===== config.mk =====
export PLATFORM = sky130hd
export DESIGN_NAME = reset_boot_seq
export DESIGN_NICKNAME = d
export VERILOG_FILES = /design/src/rtl/rbs_pkg.sv /design/src/rtl/rbs_rst_sync.sv /design/src/rtl/rbs_lock_cnt.sv /design/src/rtl/rbs_fsm.sv /design/src/rtl/rbs_clkout.sv /design/src/rtl/reset_boot_seq.sv
export SDC_FILE = /design/constraint.sdc
export NUM_CORES = 1
export LEC_CHECK = 0
export BUFFER_PORTS_ARGS = -buffer_cell sky130_fd_sc_hd__buf_2
export CAP_MARGIN = 20
export CORE_MARGIN = 3
export CORE_UTILIZATION = 56
export DETAILED_ROUTE_END_ITERATION = 8
export PLACE_DENSITY_LB_ADDON = 0.2
export SYNTH_ARGS = -nofsm -noshare
export SYNTH_HDL_FRONTEND = slang
export SYNTH_SLANG_ARGS = --single-unit

===== constraint.sdc =====
create_clock -name clk_i -period 2.9 [get_ports clk_i]
set_clock_uncertainty 0.05 [all_clocks]
set_input_delay 0.435 -clock clk_i [delete_from_list [all_inputs] [get_ports clk_i]]
set_output_delay 0.435 -clock clk_i [all_outputs]
set_load 0.005 [all_outputs]

===== src/rtl/rbs_pkg.sv =====
package rbs_pkg;
  typedef enum logic [2:0] {
    ST_COLD = 3'd0,
    ST_HOLD = 3'd1,
    ST_BUSW = 3'd2,
    ST_BOOT = 3'd3,
    ST_RUN  = 3'd4
  } rbs_state_e;
endpackage


===== src/rtl/rbs_rst_sync.sv =====
module rbs_rst_sync #(
  parameter int STAGES = 2
) (
  input  logic clk_i,
  input  logic rst_ni,
  output logic rst_no
);
  logic [STAGES-1:0] sync_q;

  always_ff @(posedge clk_i or negedge rst_ni) begin
    if (!rst_ni) sync_q <= '0;
    else         sync_q <= {sync_q[STAGES-2:0], 1'b1};
  end

  assign rst_no = sync_q[STAGES-1];
endmodule


===== src/rtl/rbs_lock_cnt.sv =====
module rbs_lock_cnt #(
  parameter int LOCK_CYCLES = 2000,
  parameter int CLK_RATIO   = 2
) (
  input  logic clk_i,
  input  logic rst_ni,
  input  logic run_i,
  output logic done_o
);
  localparam int CNT_W = $clog2(LOCK_CYCLES + 1);
  localparam int PH_W  = (CLK_RATIO > 1) ? $clog2(CLK_RATIO) : 1;
  localparam logic [CNT_W-1:0] CNT_MAX  = CNT_W'(LOCK_CYCLES);
  localparam logic [PH_W-1:0]  PH_LAST  = PH_W'(CLK_RATIO - 1);

  logic [CNT_W-1:0] cnt_q, cnt_d;
  logic [PH_W-1:0]  ph_q, ph_d;
  logic             tick, cnt_en, ph_en;

  // One input-clock period elapses every CLK_RATIO instruction cycles.
  assign tick = (ph_q == PH_LAST);

  always_comb begin
    ph_d   = ph_q;
    cnt_d  = cnt_q;
    ph_en  = 1'b0;
    cnt_en = 1'b0;
    if (!run_i) begin
      ph_d   = '0;
      cnt_d  = '0;
      ph_en  = (ph_q != '0);
      cnt_en = (cnt_q != '0);
    end else begin
      ph_en = 1'b1;
      ph_d  = tick ? '0 : ph_q + 1'b1;
      if (tick && !done_o) begin
        cnt_en = 1'b1;
        cnt_d  = cnt_q + 1'b1;
      end
    end
  end

  always_ff @(posedge clk_i or negedge rst_ni) begin
    if (!rst_ni)    ph_q <= '0;
    else if (ph_en) ph_q <= ph_d;
  end

  always_ff @(posedge clk_i or negedge rst_ni) begin
    if (!rst_ni)     cnt_q <= '0;
    else if (cnt_en) cnt_q <= cnt_d;
  end

  // Saturates: no increment once the limit is reached.
  assign done_o = (cnt_q == CNT_MAX);
endmodule


===== src/rtl/rbs_fsm.sv =====
module rbs_fsm
  import rbs_pkg::*;
(
  input  logic       clk_i,
  input  logic       rst_ni,
  input  logic       lock_done_i,
  input  logic       reset_i,
  input  logic       bus_req_i,
  input  logic       map_strap_i,
  input  logic       boot_done_i,
  output logic       cold_o,
  output logic       core_rst_o,
  output logic       stack_clr_o,
  output logic       stat_clr_o,
  output logic       irq_mask_o,
  output logic       bus_grant_o,
  output logic       boot_req_o,
  output logic       fetch_o
);
  rbs_state_e state_q, state_d;
  logic       fetched_q, fetched_d, fetched_en;
  rbs_state_e after_bus;

  assign after_bus = map_strap_i ? ST_RUN : ST_BOOT;

  always_comb begin
    state_d = state_q;
    unique case (state_q)
      ST_COLD: if (lock_done_i) state_d = ST_HOLD;
      ST_HOLD: begin
        if (!reset_i) state_d = bus_req_i ? ST_BUSW : after_bus;
      end
      ST_BUSW: begin
        if (reset_i)         state_d = ST_HOLD;
        else if (!bus_req_i) state_d = after_bus;
      end
      ST_BOOT: begin
        if (reset_i)          state_d = ST_HOLD;
        else if (boot_done_i) state_d = ST_RUN;
      end
      ST_RUN:  if (reset_i) state_d = ST_HOLD;
      default: state_d = ST_HOLD;
    endcase
  end

  always_ff @(posedge clk_i or negedge rst_ni) begin
    if (!rst_ni) state_q <= ST_COLD;
    else         state_q <= state_d;
  end

  // Marks that the first fetch of this run period has been issued.
  always_comb begin
    fetched_d  = (state_q == ST_RUN);
    fetched_en = (fetched_d != fetched_q);
  end

  always_ff @(posedge clk_i or negedge rst_ni) begin
    if (!rst_ni)         fetched_q <= 1'b0;
    else if (fetched_en) fetched_q <= fetched_d;
  end

  always_comb begin
    cold_o      = (state_q == ST_COLD);
    core_rst_o  = (state_q == ST_COLD) || (state_q == ST_HOLD);
    stack_clr_o = core_rst_o;
    stat_clr_o  = core_rst_o;
    irq_mask_o  = (state_q != ST_RUN);
    bus_grant_o = (state_q == ST_BUSW);
    boot_req_o  = (state_q == ST_BOOT);
    fetch_o     = (state_q == ST_RUN) && !fetched_q;
  end
endmodule


===== src/rtl/rbs_clkout.sv =====
module rbs_clkout (
  input  logic clk_i,
  input  logic rst_ni,
  input  logic off_i,
  output logic en_o
);
  logic en_d, en_ce;

  always_comb begin
    en_d  = !off_i;
    en_ce = (en_d != en_o);
  end

  always_ff @(posedge clk_i or negedge rst_ni) begin
    if (!rst_ni)    en_o <= 1'b1;
    else if (en_ce) en_o <= en_d;
  end
endmodule


===== src/rtl/reset_boot_seq.sv =====
module reset_boot_seq #(
  parameter int                  LOCK_CYCLES = 2000,
  parameter int                  CLK_RATIO   = 2,
  parameter int                  SYNC_STAGES = 2,
  parameter int                  PM_AW       = 14,
  parameter logic [PM_AW-1:0]    RESET_VEC   = '0
) (
  input  logic             clk_i,
  input  logic             rst_ni,
  input  logic             reset_i,
  input  logic             bus_req_i,
  input  logic             map_strap_i,
  input  logic             boot_done_i,
  input  logic             clkout_off_i,
  output logic             core_rst_o,
  output logic             stack_clr_o,
  output logic             stat_clr_o,
  output logic             irq_mask_o,
  output logic             bus_grant_o,
  output logic             boot_req_o,
  output logic             fetch_o,
  output logic [PM_AW-1:0] fetch_addr_o,
  output logic             clkout_en_o
);
  logic rst_n_sync;
  logic lock_done;
  logic cold;

  rbs_rst_sync #(.STAGES(SYNC_STAGES)) u_sync (
    .clk_i  (clk_i),
    .rst_ni (rst_ni),
    .rst_no (rst_n_sync)
  );

  rbs_lock_cnt #(.LOCK_CYCLES(LOCK_CYCLES), .CLK_RATIO(CLK_RATIO)) u_lock (
    .clk_i  (clk_i),
    .rst_ni (rst_n_sync),
    .run_i  (cold),
    .done_o (lock_done)
  );

  rbs_fsm u_fsm (
    .clk_i       (clk_i),
    .rst_ni      (rst_n_sync),
    .lock_done_i (lock_done),
    .reset_i     (reset_i),
    .bus_req_i   (bus_req_i),
    .map_strap_i (map_strap_i),
    .boot_done_i (boot_done_i),
    .cold_o      (cold),
    .core_rst_o  (core_rst_o),
    .stack_clr_o (stack_clr_o),
    .stat_clr_o  (stat_clr_o),
    .irq_mask_o  (irq_mask_o),
    .bus_grant_o (bus_grant_o),
    .boot_req_o  (boot_req_o),
    .fetch_o     (fetch_o)
  );

  rbs_clkout u_clkout (
    .clk_i  (clk_i),
    .rst_ni (rst_n_sync),
    .off_i  (clkout_off_i),
    .en_o   (clkout_en_o)
  );

  assign fetch_addr_o = RESET_VEC;
endmodule


==> results of run 1 <==
Yosys cell counts (all sizes together), types with 2 or more instances:
cell type,number,area (um2)
a21oi,3,15.0
a31oi,7,43.8
a41oi,2,17.5
and3,3,18.8
and3b,2,17.5
buf,17,128
clkbuf,5,18.8
conb,2,7.51
dfrtp,18,450
ha,3,37.5
inv,7,26.3
mux2i,3,30.0
nand2,17,63.8
nand2b,2,12.5
nand3,4,20.0
nand4,2,12.5
nor2,9,33.8
nor3,3,15.0
nor3b,2,15.0
o21ai,7,35.0
o21bai,2,18.8
o31ai,2,15.0
critical path, cell delays in order, from the launching register on:
cell      delay [ps]
dfrtp_1          420
inv_1            110
ha_1             140
or4b_4           460
o311a_1          440
o21bai_2         300
a31oi_1          180
cell usage in the layout, fill, tap and decap left out, drive strengths merged, types with 2 or more instances in the layout:
| cell | count |
|---|---|
| a41oi | 2 |
| nand3 | 4 |
| ha | 3 |
| dfrtp | 18 |
| mux2i | 3 |
| nor3b | 2 |
| o21ai | 7 |
| and3b | 2 |
| nor2 | 9 |
| nand2b | 2 |
| a21oi | 3 |
| inv | 7 |
| nand4 | 2 |
| conb | 15 |
| nand2 | 17 |
| and3 | 3 |
| o31ai | 2 |
| o21bai | 2 |
| nor3 | 3 |
| a31oi | 7 |
| buf | 15 |
| clkbuf | 3 |
through the flow:
| stage | instance area, um2 | power (mW) |
|---|---|---|
| 3_5_place_dp | 1220 | 0.792 |
| 6_report | 1260 | 0.920 |
| 5_1_grt | 1260 | 1.01 |
| 4_1_cts | 1260 | 0.927 |
| 2_1_floorplan | 1250 | 0.717 |
| 3_3_place_gp | 1220 | 0.781 |
state kept, by name, summed over array words and instances (netlist names):
register / count
u_clkout.en_o: 1
u_lock.ph_q: 1
u_fsm.fetched_q: 1
u_fsm.state_q: 3
u_sync.sync_q: 2
u_lock.cnt_q: 11
cell families after synthesis:
kind of cell	share of synthesized area
flip-flops	0.396
AO/OA/AOI/OAI	0.157
multiplexers	0.0343
adder cells (fa/ha/maj)	0.0312
XOR/XNOR	0.00727
AND/OR/NAND/NOR	0.225
buffers and inverters	0.143
other	0.00623
routing by layer:
layer,up-vias,routed length (um)
met5,-,0
met4,0,41
met3,4,91
met2,29,1000
met1,445,1010
li1,477,-
where the power goes:
group	internal, mW	switching (mW)	total (mW)
combinational	0.184	0.213	0.397
sequential	0.306	0.0854	0.392
clock	0.0514	0.0797	0.131
area by class of cell:
type	count	share of cell area
clock buffer	3	0.0179
sequential	19	0.379
tap	27	0.0269
timing repair buffer	16	0.0697
multi-input combinational	103	0.481
inverter	7	0.0209
clock inverter	1	0.00398
repair_timing:
item | CTS | global route
hold buffers | 1 | 0
setup endpoints to repair | 0 | 0
endpoints found under the hold margin | 2 | 0
worst min-delay path by stage:
stage                 start                to  slack (ps)
2_1_floorplan        rst_ni  u_sync.sync_q[0]          90
3_3_place_gp         rst_ni  u_sync.sync_q[0]         170
3_5_place_dp         rst_ni  u_sync.sync_q[1]         170
4_1_cts        clkout_off_i     u_clkout.en_o         170
5_1_grt        clkout_off_i     u_clkout.en_o         170
6_report       clkout_off_i     u_clkout.en_o         180
==> impl_metrics.csv, run 1 <==
group,metric,value,unit
synthesis,syn_area,0.00120,mm2
cts,insertion_delay,290,ps
synthesis,syn_avg_cell_area,8.73,um2
worst_setup_path,crit_fanout,11,
synthesis,synth_edf_count,0,
floorplanning,fp.dieArea,0.00274,mm2
place,place_inst,171,
floorplanning,boundaryPins,29,
cts,clock_sinks,19,
drt,vias_per_cell,5.43,
global_routing,antenna_found_initial,0,
cts,tritoncts,"built",
run,drv_cap,0,
timing,setup_violations,0,
worst_setup_path,reg2reg_depth,6,
drt,drcViolationCount,0,
worst_setup_path,rrSetupSlack,720,ps
final_layout,multiInputGateArea,604,um2
global_routing,grtUsageMet1,0.234,
timing,slew_viol_final,0,
worst_setup_path,path_class,"flop to flop",
timing,rsz0062_at_grt,"no",
cts,numCtsBuffers,3,
drt,post_drt_wl_per_cell,12.2,um
worst_setup_path,required,3070,ps
cts,post_cts_resized,0,
timing,worst_pin_slew,656,ps
drt,drt_wl_total,2.14,mm
synthesis,async_flop_share,1.00,
final_layout,stdcell_count,176,
place,gp_congestion,0.908,
synthesis,synth_cell_type_count,40,
place,hpwlAfterDp,1.59,mm
min_path,min_path_type,"input port to flop",
worst_setup_path,crit_path_end,"u_lock.cnt_q[8]",
global_routing,grt_pass1_vias,845,
global_routing,top_usage_layer,"met2",
timing,setup_ws,718,ps
final_layout,fillers,180,
global_routing,grt_use_total,0.180,
place,dp_slack,744,ps
global_routing,grt_max_degree,18,
final_layout,final_layout_size_suffix_gt1_frac,0.161,
drt,ant_nets,0,
synthesis,synth_seq_cells,19,
cts,h-tree-depth,1,
timing,fmax,0.458,GHz
min_path,worstHoldPathCells,2,
worst_setup_path,start_kind,"flop",
global_routing,overflow,0,
floorplanning,die_h,52.4,um
drt,dr.pass1.iters,4,
power_and_ir_drop,ir_drop,0.560,mV
worst_setup_path,critPathLaunch,"u_lock.cnt_q[0]",
global_routing,use_met3,0.0256,
floorplanning,core,0.00200,mm2
power_and_ir_drop,p_per_area,732,mW/mm2
global_routing,grt_util_met2,0.283,
drt,vias,955,
place,numPortBuffers,14,
cts,post_cts_buffers,0,
final_layout,area_growth,4.26,%
final_layout,final_nets,160,
final_layout,n_antenna_cell,0,
timing,max_slew_margin,0.563,
power_and_ir_drop,leakagePower,0.636,nW
floorplanning,initial_core_util,0.602,
floorplanning,fp.dieW,52.4,um
cts,root_buffer,"clkbuf_4",
timing,period_minus_slack,2180,ps
drt,dr.first_iter.drc_count,34,
outcome,status,"finished, final reports clean",
worst_setup_path,timing.rr.end,"u_lock.cnt_q[8]",
synthesis,synth_cells,138,
timing,hold_viol,0,
synthesis,yosys_most_used_dff,"dfrtp_1",
floorplanning,std_cell_rows,16,
final_layout,regArea,477,um2
cts,clk_pin_slew,100,ps
cts,cts_max_path_buffers,2,
worst_setup_path,arrival,2360,ps
final_layout,fin_util,0.628,
global_routing,grt_pass1_wl,3.59,mm
worst_setup_path,critPathCaptureType,"flop",
timing,post-route-period-util,0.752,
timing,setup_tns,0,ps
synthesis,ys_seq_area_frac,0.396,
worst_setup_path,timing.rr.start,"u_lock.cnt_q[0]",
timing,whs,182,ps
synthesis,yosys_warnings,0,
Power figures use the tool's default switching activity.
==> inputs of run 2 (changes only) <==
CORE_UTILIZATION = 52   (was 56)
clock period = 2.05 ns   (was 2.9 ns; I/O delays follow)
==> impl_metrics.csv, run 2 (same netlist as run 1, synthesis figures left out) <==
group,metric,value,unit
floorplanning,fp.dieW,54.1,um
global_routing,grt_pass1_wl,3.81,mm
timing,fmax,0.490,GHz
timing,rsz0062_at_grt,"yes",
drt,drcViolationCount,0,
cts,tritoncts,"built",
place,gp_congestion,0.864,
place,place_inst,177,
timing,setup_violations,0,
worst_setup_path,start_kind,"flop",
floorplanning,core,0.00208,mm2
run,drv_cap,0,
final_layout,area_growth,14.2,%
worst_setup_path,crit_fanout,4,
floorplanning,boundaryPins,29,
power_and_ir_drop,pwr-share-comb,0.531,
final_layout,multiInputGateArea,647,um2
worst_setup_path,critPathLaunch,"u_lock.cnt_q[1]",
timing,worst_pin_slew,654,ps
power_and_ir_drop,power_frac_seq,0.345,
cts,numCtsBuffers,3,
final_layout,fin_util,0.661,
global_routing,grt_use_total,0.177,
worst_setup_path,timing.rr.start,"u_lock.cnt_q[1]",
final_layout,fillers,178,
floorplanning,std_cell_rows,16,
power_and_ir_drop,p_per_area,1060,mW/mm2
timing,period_minus_slack,2040,ps
power_and_ir_drop,ir_drop,0.736,mV
global_routing,antenna_found_initial,0,
final_layout,design_area,0.00138,mm2
drt,ant_nets,0,
final_layout,reg_top3,"u_lock.cnt_q: 11 flops, u_fsm.state_q: 3 flops, u_sync.sync_q: 2 flops",
final_layout,stdcell_count,186,
cts,clock_sinks,19,
final_layout,final_layout_size_suffix_gt1_frac,0.252,
final_layout,layout_common_cells,"dfrtp_1 (18), nand2_1 (17), conb_1 (15), buf_2 (14), buf_4 (10)",
final_layout,regMostFlops,"u_lock.cnt_q",
min_path,min_path_type,"input port to flop",
timing,setup_tns,0,ps
final_layout,layout_commonest_cell,"dfrtp_1",
power_and_ir_drop,switchingPower,0.581,mW
drt,vias_per_cell,5.40,
outcome,status,"finished, final reports clean",
cts,cts_max_path_buffers,2,
drt,drt_wl_total,2.29,mm
global_routing,grt_pass1_vias,886,
final_layout,final_nets,170,
floorplanning,initial_core_util,0.579,
worst_setup_path,path_class,"flop to flop",
timing,max_slew_margin,0.564,
drt,dr.first_iter.drc_count,19,
drt,dr.pass1.iters,4,
final_layout,regArea,477,um2
floorplanning,fp.dieArea,0.00293,mm2
cts,h-tree-depth,1,
timing,slew_viol_final,0,
cts,root_buffer,"clkbuf_4",
worst_setup_path,required,2230,ps
timing,hold_viol,0,
global_routing,grt_max_degree,18,
global_routing,overflow,0,
place,hpwlAfterDp,1.68,mm
timing,whs,71.7,ps
worst_setup_path,critPathCaptureType,"flop",
min_path,min_from,"clkout_off_i",
timing,post-route-period-util,0.995,
power_and_ir_drop,swShare,0.398,
drt,vias,1005,
cts,insertion_delay,300,ps
floorplanning,die_h,54.1,um
worst_setup_path,arrival,2220,ps
drt,post_drt_wl_per_cell,12.3,um
cts,clk_pin_slew,110,ps
place,numPortBuffers,14,
final_layout,largest_register_ffs,11,
place,postPlaceCellArea,0.00126,mm2
final_layout,n_antenna_cell,0,
power_and_ir_drop,p_clk_frac,0.124,
power_and_ir_drop,p_int,0.879,mW
power_and_ir_drop,leakagePower,0.701,nW
-- run 2: worst max-delay path: stages, from the launching register on --
cell	delay [ps]
dfrtp_1	430
inv_2	70
ha_1	130
or4b_4	480
o311a_4	400
buf_4	150
a31oi_1	160
a41o_1	110
-- run 2: path summary, 6_finish.rpt --
path	to	slack, ps	cells past startpoint
worst max-delay path	u_lock.cnt_q[5]	9	7
worst min-delay path	u_clkout.en_o	70	2
worst max register to register	u_lock.cnt_q[5]	9	7
worst min register to register	u_lock.cnt_q[1]	210	0
max in group asynchronous	u_lock.cnt_q[5]	1310	0
min in group asynchronous	u_lock.cnt_q[1]	210	0
-- run 2: cell type report --
cell class | count | area share
Tap cell | 27 | 0.0245
Timing Repair Buffer | 26 | 0.121
Clock buffer | 4 | 0.0191
Multi-Input combinational cell | 103 | 0.470
Inverter | 7 | 0.0191
Sequential cell | 19 | 0.346
-- run 2: what timing repair did --
item,CTS,global route
resized for setup,0,9
pin swaps,0,6
endpoints found under the setup margin,1,11
hold buffers,1,0
buffers inserted,1,3
hold endpoints to repair,2,0
-- run 2: power groups by stage --
stage / Sequential [mW] / Combinational (mW) / Clock, mW
floorplan: 0.487 / 0.527 / 0
global placement: 0.505 / 0.653 / 0
detailed placement: 0.511 / 0.673 / 0
CTS: 0.499 / 0.691 / 0.191
global route: 0.513 / 0.890 / 0.200
finish: 0.504 / 0.775 / 0.181
-- run 2: metrics by stage --
stage	setup slack, ps	power, mW
after floorplan	120	1.01
after global placement	68.7	1.16
after detailed placement	1.04	1.18
after CTS	9.84	1.38
after global routing	-105	1.60
final	9.35	1.46
-- run 2: metal layers --
layer	global-route usage	up-vias	part of all wire
met3	0.0443	2	0.070
li1	-	498	-
met2	0.281	42	0.47
met4	0.0581	0	0.0083
met1	0.233	463	0.45
met5	0	-	0
==> inputs of run 3 (changes only) <==
REMOVE_ABC_BUFFERS = 1   (was default)
==> impl_metrics.csv, run 3 (same netlist as run 1, synthesis figures left out) <==
group,metric,value,unit
outcome,status,"finished, final reports clean",
cts,tritoncts,"built",
worst_setup_path,slowest_stage,"or4b_4",
timing,setup_tns,0,ps
floorplanning,core,0.00208,mm2
final_layout,reg_top3,"u_lock.cnt_q: 11 flops, u_fsm.state_q: 3 flops, u_sync.sync_q: 2 flops",
final_layout,stdcell_count,186,
power_and_ir_drop,leakagePower,0.698,nW
floorplanning,boundaryPins,29,
cts,root_buffer,"clkbuf_4",
run,drv_cap,0,
timing,post-route-period-util,0.983,
place,postPlaceCellArea,0.00128,mm2
power_and_ir_drop,finalPower,1.48,mW
place,numPortBuffers,14,
timing,setup_violations,0,
place,gp_congestion,0.902,
floorplanning,fp.dieW,54.1,um
worst_setup_path,path_class,"flop to flop",
worst_setup_path,critPathMaxStageDelay,490,ps
drt,drcViolationCount,0,
cts,numCtsBuffers,3,
final_layout,final_layout_size_suffix_gt1_frac,0.245,
global_routing,grt_max_degree,18,
global_routing,grt_pass1_wl,3.85,mm
place,place_inst,179,
cts,h-tree-depth,1,
worst_setup_path,arrival,2160,ps
floorplanning,std_cell_rows,16,
timing,max_slew_margin,0.552,
final_layout,fin_util,0.658,
floorplanning,fp.dieArea,0.00293,mm2
worst_setup_path,cp_cell_sequence,"inv_1 > ha_1 > or4b_4 > o311a_4 > buf_6 > a41oi_2 > a31oi_1",
final_layout,regMostFlops,"u_lock.cnt_q",
timing,fmax,0.496,GHz
timing,period_minus_slack,2020,ps
drt,dr.first_iter.drc_count,27,
final_layout,area_growth,13.7,%
power_and_ir_drop,p_per_area,1080,mW/mm2
worst_setup_path,required,2190,ps
global_routing,antenna_found_initial,0,
global_routing,use_met3,0.0416,
cts,insertion_delay,300,ps
final_layout,design_area,0.00137,mm2
global_routing,grt_util_met2,0.281,
drt,ant_nets,0,
timing,hold_viol,0,
drt,vias_per_cell,5.53,
timing,rsz0062_at_grt,"yes",
cts,clock_sinks,19,
drt,dr.pass1.iters,4,
worst_setup_path,critPathCaptureType,"flop",
global_routing,overflow,0,
global_routing,top_usage_layer,"met2",
final_layout,layout_common_cells,"dfrtp_1 (18), nand2_1 (16), conb_1 (15), buf_2 (14), buf_4 (10)",
final_layout,largest_register_ffs,11,
global_routing,grtUsageMet1,0.248,
drt,vias,1028,
cts,clk_pin_slew,110,ps
worst_setup_path,crit_fanout,8,
floorplanning,die_h,54.1,um
cts,cts_max_path_buffers,2,
drt,post_drt_wl_per_cell,13.6,um
final_layout,n_antenna_cell,0,
power_and_ir_drop,ir_drop,0.688,mV
timing,slew_viol_final,0,
place,hpwlAfterDp,1.76,mm
global_routing,grt_pass1_vias,861,
final_layout,final_nets,170,
floorplanning,initial_core_util,0.579,
global_routing,grt_use_total,0.188,
worst_setup_path,start_kind,"flop",
timing,worst_pin_slew,672,ps
drt,drt_wl_total,2.52,mm
min_path,min_path_type,"input port to flop",
final_layout,layout_commonest_cell,"dfrtp_1",
run 3: changes by cell type in the layout (fill, tap and decap cells not counted):
| cell | previous run | this run |
|---|---|---|
| nand3_1 | 2 | 4 |
| nand3_2 | 2 | 0 |
| clkbuf_1 | 1 | 0 |
| clkinv_2 | 0 | 1 |
| inv_1 | 5 | 6 |
| inv_2 | 2 | 1 |
| nand2_1 | 17 | 16 |
| nand2_2 | 0 | 1 |
run 3: stage by stage:
step	hold slack [ps]	setup slack, ps
final	53.3	34.9
after global routing	26.8	-52.1
after CTS	36.7	0.389
after detailed placement	47.2	-29.1
after global placement	43.5	65.0
after floorplan	-38.1	-100
run 3: worst paths after layout:
path                                  start         endpoint  slack (ps)  depth (start not counted)
max                         u_lock.cnt_q[1]  u_lock.cnt_q[8]          30                          7
min reg2reg                u_sync.sync_q[1]  u_lock.cnt_q[2]         220                          0
max reg2reg                 u_lock.cnt_q[1]  u_lock.cnt_q[8]          30                          7
max in group asynchronous  u_sync.sync_q[1]  u_fsm.fetched_q        1290                          0
min in group asynchronous  u_sync.sync_q[1]  u_lock.cnt_q[2]         220                          0
min                            clkout_off_i    u_clkout.en_o          50                          2
run 3: critical path: cells and delay by family (launching register included):
family	cells	cell delay [ps]
adders and majority gates	1	150
AOI/OAI and AO/OA	3	580
DFF	1	400
buffers and inverters	2	240
and+or+nand+nor	1	490
run 3: area by class of cell:
class,count,area [um2]
well taps,27,33.8
clock buffers,3,22.5
clock inverters,1,5.00
flip-flops and latches,19,477
inverters,7,26.3
repair buffers,26,166
fillers,169,712
multi-input cells,103,639
run 3: timing repair:
item	4_1_cts	5_1_grt
buffers inserted	1	1
hold buffers	1	0
pin swaps	0	2
resized for setup	0	7
hold endpoints to repair	2	0
setup endpoints to repair	4	12
run 3: power by group:
group / internal [mW] / total [mW] / switching, mW / leakage [nW]
clock network: 0.0728 / 0.187 / 0.114 / 0.0177
registers: 0.434 / 0.484 / 0.0498 / 0.251
logic: 0.367 / 0.807 / 0.440 / 0.429
total: 0.874 / 1.48 / 0.604 / 0.698
run 3: layer usage:
metal	part of all wire	vias up
met5	0	-
met4	0.014	0
met3	0.067	6
met2	0.46	46
met1	0.45	475
li1	-	501
